**src/rtl/strip_enc_pkg.sv**
```systemverilog
`timescale 1ns/1ps
package strip_enc_pkg;

    localparam int unsigned NSTRIP = 128;
    localparam int unsigned ZW     = 5;
    localparam int unsigned MAXHIT = 8;

    localparam int unsigned SIW   = $clog2(NSTRIP);
    localparam int unsigned WORDW = 1 + SIW + ZW;
    localparam int unsigned CNTW  = $clog2(MAXHIT + 1);
    localparam int unsigned SLW   = $clog2(MAXHIT);
    localparam int unsigned ZVECW = NSTRIP * ZW;

    typedef struct packed {
        logic           valid;
        logic [SIW-1:0] strip;
        logic [ZW-1:0]  z;
    } hit_word_t;

    function automatic hit_word_t make_word(input logic v,
                                            input logic [SIW-1:0] s,
                                            input logic [ZW-1:0] z);
        hit_word_t w;
        w = '0;
        if (v) begin
            w.valid = 1'b1;
            w.strip = s;
            w.z     = z;
        end
        return w;
    endfunction

endpackage

```
**src/rtl/sf_prio_find.sv**
```systemverilog
`timescale 1ns/1ps
module sf_prio_find #(
    parameter int unsigned W  = 128,
    parameter int unsigned IW = $clog2(W)
) (
    input  logic [W-1:0]  vec,
    output logic          found,
    output logic [IW-1:0] idx,
    output logic [W-1:0]  onehot
);
    always_comb begin
        found = 1'b0;
        idx   = '0;
        for (int i = W - 1; i >= 0; i--) begin
            if (vec[i]) begin
                found = 1'b1;
                idx   = IW'(i);
            end
        end
    end

    assign onehot = found ? (W'(1) << idx) : '0;
endmodule

```
**src/rtl/sf_hit_scanner.sv**
```systemverilog
`timescale 1ns/1ps
module sf_hit_scanner
    import strip_enc_pkg::*;
(
    input  logic               clk,
    input  logic               rst,
    input  logic               strobe,
    input  logic [NSTRIP-1:0]  hit_in,
    input  logic [ZVECW-1:0]   z_in,
    output hit_word_t          res_o [MAXHIT],
    output logic               left_o
);
    logic [NSTRIP-1:0] mask_q;
    logic [ZVECW-1:0]  zsnap_q;
    logic [CNTW-1:0]   cnt_q;
    hit_word_t         res_q [MAXHIT];

    logic [NSTRIP-1:0] src;
    logic [ZVECW-1:0]  zsrc;
    logic              pfound;
    logic [SIW-1:0]    pidx;
    logic [NSTRIP-1:0] ponehot;
    hit_word_t         pick;

    // on the strobe edge the first pick is taken straight from the inputs
    assign src  = strobe ? hit_in : mask_q;
    assign zsrc = strobe ? z_in   : zsnap_q;

    sf_prio_find #(.W(NSTRIP), .IW(SIW)) u_find (
        .vec    (src),
        .found  (pfound),
        .idx    (pidx),
        .onehot (ponehot)
    );

    assign pick = make_word(pfound, pidx, zsrc[pidx*ZW +: ZW]);

    always_ff @(posedge clk) begin
        if (rst) begin
            mask_q  <= '0;
            zsnap_q <= '0;
            cnt_q   <= '0;
            for (int k = 0; k < MAXHIT; k++) res_q[k] <= '0;
        end else if (strobe) begin
            mask_q   <= hit_in & ~ponehot;
            zsnap_q  <= z_in;
            cnt_q    <= CNTW'(1);
            res_q[0] <= pick;
            for (int k = 1; k < MAXHIT; k++) res_q[k] <= '0;
        end else if (cnt_q < CNTW'(MAXHIT)) begin
            res_q[cnt_q[SLW-1:0]] <= pick;
            mask_q <= mask_q & ~ponehot;
            cnt_q  <= cnt_q + CNTW'(1);
        end
    end

    assign res_o  = res_q;
    assign left_o = |mask_q;
endmodule

```
**src/rtl/sf_slot_stream.sv**
```systemverilog
`timescale 1ns/1ps
module sf_slot_stream
    import strip_enc_pkg::*;
(
    input  logic      clk,
    input  logic      rst,
    input  logic      strobe,
    input  hit_word_t res_i [MAXHIT],
    input  logic      left_i,
    output hit_word_t word_o,
    output logic      ovf_o
);
    hit_word_t       done_q [MAXHIT];
    logic            done_ovf_q;
    hit_word_t       tx_q [MAXHIT];
    logic [CNTW-1:0] slot_q;
    hit_word_t       word_q;
    logic            ovf_q;

    always_ff @(posedge clk) begin
        if (rst) begin
            for (int k = 0; k < MAXHIT; k++) begin
                done_q[k] <= '0;
                tx_q[k]   <= '0;
            end
            done_ovf_q <= 1'b0;
            slot_q     <= '0;
            word_q     <= '0;
            ovf_q      <= 1'b0;
        end else if (strobe) begin
            done_q     <= res_i;
            done_ovf_q <= left_i;
            tx_q       <= done_q;
            word_q     <= done_q[0];
            ovf_q      <= done_ovf_q;
            slot_q     <= CNTW'(1);
        end else if (slot_q < CNTW'(MAXHIT)) begin
            word_q <= tx_q[slot_q[SLW-1:0]];
            slot_q <= slot_q + CNTW'(1);
        end else begin
            word_q <= '0;
        end
    end

    assign word_o = word_q;
    assign ovf_o  = ovf_q;
endmodule

```
**src/rtl/strip_hit_encoder.sv**
```systemverilog
`timescale 1ns/1ps
module strip_hit_encoder
    import strip_enc_pkg::*;
(
    input  logic                       clk,
    input  logic                       rst,
    input  logic                       bx_strobe,
    input  logic [NSTRIP-1:0]          hit_in,
    input  logic [ZVECW-1:0]           z_in,
    output logic [WORDW-1:0]           word_o,
    output logic                       overflow_o
);
    hit_word_t res [MAXHIT];
    logic      left;
    hit_word_t word;

    sf_hit_scanner u_scan (
        .clk    (clk),
        .rst    (rst),
        .strobe (bx_strobe),
        .hit_in (hit_in),
        .z_in   (z_in),
        .res_o  (res),
        .left_o (left)
    );

    sf_slot_stream u_stream (
        .clk    (clk),
        .rst    (rst),
        .strobe (bx_strobe),
        .res_i  (res),
        .left_i (left),
        .word_o (word),
        .ovf_o  (overflow_o)
    );

    assign word_o = word;
endmodule

```
**config.mk**
```make
export PLATFORM = sky130hd
export DESIGN_NAME = strip_hit_encoder
export DESIGN_NICKNAME = d
export VERILOG_FILES = /design/src/rtl/strip_enc_pkg.sv /design/src/rtl/sf_prio_find.sv /design/src/rtl/sf_hit_scanner.sv /design/src/rtl/sf_slot_stream.sv /design/src/rtl/strip_hit_encoder.sv
export SDC_FILE = /design/constraint.sdc
export NUM_CORES = 2
export LEC_CHECK = 0
export BUFFER_PORTS_ARGS = -buffer_cell sky130_fd_sc_hd__buf_2
export CAP_MARGIN = 0
export CORE_MARGIN = 1.5
export CORE_UTILIZATION = 58
export DETAILED_ROUTE_END_ITERATION = 10
export GPL_TIMING_DRIVEN = 0
export PLACE_DENSITY = 0.81
export SYNTH_ARGS = -nofsm -noshare
export SYNTH_HDL_FRONTEND = slang
export SYNTH_SLANG_ARGS = --single-unit
```
**constraint.sdc**
```tcl
create_clock -name clk -period 5.35 [get_ports clk]
set_clock_uncertainty 0.1 [all_clocks]
set_input_delay 0.2675 -clock clk [delete_from_list [all_inputs] [get_ports clk]]
set_output_delay 0.2675 -clock clk [all_outputs]
set_load 0.005 [all_outputs]
```
==> results of run 1 <==
==> layer usage <==
metal  global-route usage  overflow
met5                0.432         3
met4                0.881       271
met3                0.753        25
met2                0.991       535
met1                0.847        17
==> Yosys cell counts (all sizes together) (98+ instances only) <==
cell type,number
mux4,123
o211ai,202
nor2,1094
buf,247
nand2,623
mux2i,1005
dfxtp,1103
o21ai,120
a21oi,315
clkbuf,250
nor3,125
nand3,98
==> what timing repair did <==
| action | in CTS |
|---|---|
| pin swaps | 26 |
| gates resized for setup | 458 |
| setup buffers | 32 |
| endpoints found under the setup margin | 1084 |
| hold buffers | 760 |
| hold endpoints to repair | 760 |
==> cell families after synthesis <==
group | share of synthesized area
and+or+nand+nor | 0.179
xor gates and xnor gates | 0.000632
DFF | 0.399
adders and majority gates | 0.000678
AOI/OAI and AO/OA | 0.139
muxes | 0.238
buffers and inverters | 0.0446
==> stage by stage <==
step / instance area (µm²) / TNS [ps] / hold WS [ps] / util
floorplan: 55400 / 0 / 314 / -
global placement: 60900 / -3084650 / 341 / 0.642
detailed placement: 61000 / -3040140 / 349 / 0.643
CTS: 74400 / -44.4 / 8.85 / 0.784
==> impl_metrics.py, run 1 <==
metrics = {
    "status": {
        "status": "did not finish",
        "stop_stage": "5_1_grt",
        "tool.error": "[ERROR GRT-0116] Global routing finished with congestion. Check the congestion regions in the DRC Viewer.",
    },
    "logic_synthesis": {
        "avgSynthCellArea_um2": 8.88,
        "synth_area_leaders": "dfxtp_1, mux2i_1, nor2_1, mux4_2, nand2_1",
        "yosysSeqAreaShare": 0.399,
        "yosys.area.top_type_share": 0.399,
        "synth_cell_type_count": 91,
        "ys_ff_latch": 1103,
        "synth_warnings": 0,
        "ys.flop_type": "dfxtp_1",
        "synth-edff-count": 0,
        "syn_area_um2": 55400,
        "synthCells": 6238,
        "ys_async_sr_fraction": 0,
        "syn_nets": 7012,
        "synth_top_cell_by_area": "dfxtp_1",
    },
    "clocking": {
        "clock_path_buffers": 3,
        "cts_root_buf": "clkbuf_16",
        "htreeDepth": 3,
        "clock_sinks": 1103,
        "cts_buffers": 114,
    },
    "placement": {
        "dp_hpwl_um": 236000,
        "portBuffers": 783,
        "placed_cells": 8293,
        "pre_cts_ws_ps": -4380,
        "gp_congestion": 1.14,
    },
    "die": {
        "die_x_um": 312,
        "die_y_um": 312,
        "rows": 113,
        "initial_core_util": 0.584,
        "io_pins": 785,
    },
    "global_routing": {
        "grt_pass1_vias": 76417,
        "grt_pass1_wl_um": 601000,
        "grt_max_degree": 20,
        "overflow": 851,
        "track_usage": 0.860,
    },
}
==> run 2: changes to the inputs <==
--- a/config.mk
+++ b/config.mk
@@ -8,10 +8,10 @@
 export BUFFER_PORTS_ARGS = -buffer_cell sky130_fd_sc_hd__buf_2
 export CAP_MARGIN = 0
 export CORE_MARGIN = 1.5
-export CORE_UTILIZATION = 58
+export CORE_UTILIZATION = 40
 export DETAILED_ROUTE_END_ITERATION = 10
 export GPL_TIMING_DRIVEN = 0
-export PLACE_DENSITY = 0.81
+export PLACE_DENSITY_LB_ADDON = 0.15
 export SYNTH_ARGS = -nofsm -noshare
 export SYNTH_HDL_FRONTEND = slang
 export SYNTH_SLANG_ARGS = --single-unit
==> impl_metrics.py, run 2 <==
metrics = {
    "status": {
        "status": "finished, violations left",
        "violations": "max-capacitance violations, max-slew violations, negative setup slack",
    },
    "placement": {
        "gp_congestion": 1.05,
        "placedInstanceArea_um2": 61700,
        "dp_hpwl_um": 260000,
        "portBuffers": 783,
    },
    "power_and_ir_drop": {
        "p_int_mw": 16.3,
        "p_clk_frac": 0.390,
        "ir_worst_vdd_v": 0.000251,
        "power_switching_mw": 8.26,
        "p_comb_frac": 0.249,
        "cellLeakagePower_nw": 32.5,
        "power_frac_seq": 0.361,
        "finalPower_mw": 24.5,
        "sw_frac_of_total": 0.337,
        "p_per_area_nw_per_um2": 319,
    },
    "cells_and_area": {
        "mostFrequentLayoutCell": "dfxtp_1",
        "fill_cells": 12344,
        "top_regs": "u_scan.zsnap_q: 640 flops, u_scan.mask_q: 128 flops",
        "nets": 8743,
        "area_delta_synth_final_pct": 38.7,
        "layout_common_cells": "dfxtp_1, nor2_1, mux2i_1",
        "regArea_um2": 22100,
        "largest_reg_flops": 640,
        "multiInputGateArea_um2": 32100,
        "top_register": "u_scan.zsnap_q",
        "fin_util": 0.559,
        "final_area_um2": 76900,
        "layout-drive-gt1-share": 0.212,
    },
    "logic_synthesis": {
        "synth_xor_area_frac": 0.000632,
        "synth-compound-area-share": 0.139,
        "synth_top_cell_by_area": "dfxtp_1",
        "synthSimpleGateAreaFrac": 0.179,
        "yosys.area.top_type_share": 0.399,
        "ys_top_cells_by_count": "dfxtp_1, nor2_1, mux2i_1, nand2_1, a21oi_1",
        "synth_area_leaders": "dfxtp_1, mux2i_1, nor2_1, mux4_2, nand2_1",
        "syn_area_um2": 55400,
        "synth_adder_area_share": 0.000677,
        "synthCells": 6238,
        "ys_async_sr_fraction": 0,
        "synth_cell_type_count": 91,
        "avgSynthCellArea_um2": 8.88,
        "synth_warnings": 0,
        "yosysSeqAreaShare": 0.399,
        "synthMuxAreaShare": 0.238,
        "synth.most_common_cell": "dfxtp_1",
        "syn_nets": 7012,
        "synth-edff-count": 0,
        "synth_top_family_by_area": "multiplexers",
        "ys.flop_type": "dfxtp_1",
        "ys_ff_latch": 1103,
    },
    "critical_path": {
        "worst_path_most_repeated_cell": "buf_4",
        "path_class": "input pin to flop",
        "path_cells": "buf_2 > buf_4 > buf_4 > buf_6 > buf_4 > a21oi_1 > o21bai_1 > a2111oi_2 > nand3_1 > o21ai_4 > nand2_2 > buf_4 > clkbuf_8 > clkbuf_8 > o22ai_2 > nor4_2 > nor4_1 > nand4_1 > nand3_4 > buf_12 > o21a_1",
        "startpoint_type": "input pin",
        "slowest_delay_ps": 650,
        "path_depth": 21,
        "reg2regPathDepth": 16,
        "crit_family": "buffers and inverters",
        "arrival_ps": 6200,
        "crit_fanout": 10,
        "worstPathRequired_ps": 6000,
        "worst_setup_path_end_kind": "flop",
        "cp_slowest_cell": "a2111oi_2",
        "path_buf_inv": 9,
    },
    "die": {
        "design.core.area_um2": 137000,
        "rows": 136,
        "initial_core_util": 0.403,
        "io_pins": 785,
        "die_x_um": 375,
        "die_y_um": 375,
        "die_area_um2": 141000,
    },
    "clocking": {
        "clock_sinks": 1103,
        "htreeDepth": 4,
        "clkTransAtPathRegs_ps": 60,
        "clock_path_buffers": 3,
        "cts_buffers": 135,
        "cts_root_buf": "clkbuf_16",
        "insertion_delay_ps": 810,
        "tritoncts": "yes",
    },
    "global_routing": {
        "grt_max_degree": 17,
        "overflow": 0,
        "grt_pass1_wl_um": 487000,
        "track_usage": 0.499,
        "antenna_found_initial": 76,
        "grt_pass1_vias": 60763,
    },
    "timing": {
        "hold_violations": 0,
        "relSlewSlack": -0.00470,
        "fin_crit_ps": 5550,
        "tightestPinTransition_ps": 1510,
        "setup_viol": 317,
        "rsz0062_at_grt": "true",
        "drv_slew": 11,
        "finalCritPeriodShare": 1.04,
        "tns_ps": -13950,
        "worst_slack_ps": -200,
        "max_freq_mhz": 180,
    },
    "detailed_routing": {
        "vias": 64205,
        "viasPerCell": 6.47,
        "drtIter0Drc": 9777,
        "drt-pass1-iter-count": 7,
        "drc": 0,
        "routed_wl_um": 363000,
        "post_drt_wl_per_cell_um": 36.6,
        "ant_nets": 0,
    },
    "job": {
        "drv_cap": 1,
    },
    "min_path": {
        "hold_path_depth": 6,
        "hold_path.class": "input pin to flop",
    },
}
==> run 2: cell counts after synthesis <==
No cell type changed its count.
==> run 2: area by class of cell <==
| cell class | instances | area share |
|---|---|---|
| inverters | 47 | 0.00230 |
| plain buffers | 495 | 0.0463 |
| flip-flops and latches | 1103 | 0.287 |
| clock inverters | 44 | 0.00711 |
| well taps | 1794 | 0.0292 |
| repair buffers | 1596 | 0.157 |
| clock buffers | 196 | 0.0514 |
| diodes | 52 | 0.00169 |
| multi-input cells | 4591 | 0.417 |
==> run 2: final timing paths <==
path,from,endpoint,slack [ps]
setup / recovery,bx_strobe,u_scan.res_o[41],-200
hold reg to reg,u_scan.res_o[71],u_scan.res_o[71],350
setup reg to reg,u_scan.mask_q[42],u_scan.res_o[91],-150
hold / removal,hit_in[67],u_scan.mask_q[67],80
==> run 2: cell families (layout without fill, tap and decap cells) <==
logic type,after synthesis,after routing
and+or+nand+nor,2290,2290
muxes,1160,1160
AOI/OAI and AO/OA,1134,1134
DFF,1103,1103
buffers and inverters,544,2378
xor gates and xnor gates,4,4
adders and majority gates,3,3
other,0,52
==> run 2: what timing repair did <==
action                                  in CTS  in global routing
endpoints found under the setup margin    1085                671
cloned                                       0                  0
gates resized for setup                    556                133
endpoints found under the hold margin      762                  0
hold buffers                               762                  0
setup buffers                               30                 11
pin swaps                                   23                 16
==> run 2: worst reg2reg max path, stage by stage (launching register included) <==
cell,delay (ps)
dfxtp_1,360
or3_1,430
a2bb2o_1,370
nor4_4,430
nand2_1,180
a31oi_2,450
o31ai_4,170
clkbuf_4,260
nor3_4,530
nand2_4,340
o22ai_1,250
or4_1,280
or4_4,210
o31a_1,360
nor3b_4,270
buf_8,220
a211oi_2,100
==> run 2: power groups by stage <==
stage	Clock [mW]	Combinational (mW)	Sequential [mW]
6_report	9.56	6.11	8.86
5_1_grt	9.84	6.05	8.88
4_1_cts	9.49	5.61	8.84
3_5_place_dp	0	4.79	9.01
3_3_place_gp	0	4.74	9.00
2_1_floorplan	0	2.35	8.92
==> run 2: metal layers <==
layer  part of all wire  wire length, µm  track usage
met1               0.35           128000        0.582
met5            0.00047              171            0
met4               0.11            38800        0.437
met2               0.40           147000        0.716
met3               0.13            49000        0.185
==> run 2: metrics by stage <==
step	cells	hold WS (ps)	worst slack [ps]
after floorplan	6238	314	1140
after global placement	8815	340	-5510
after detailed placement	8825	347	-4950
after CTS	9855	25.5	-9.07
after global routing	9877	125	-32.6
final	9918	81.8	-200
No activity file was read; power rests on OpenSTA's default activity.
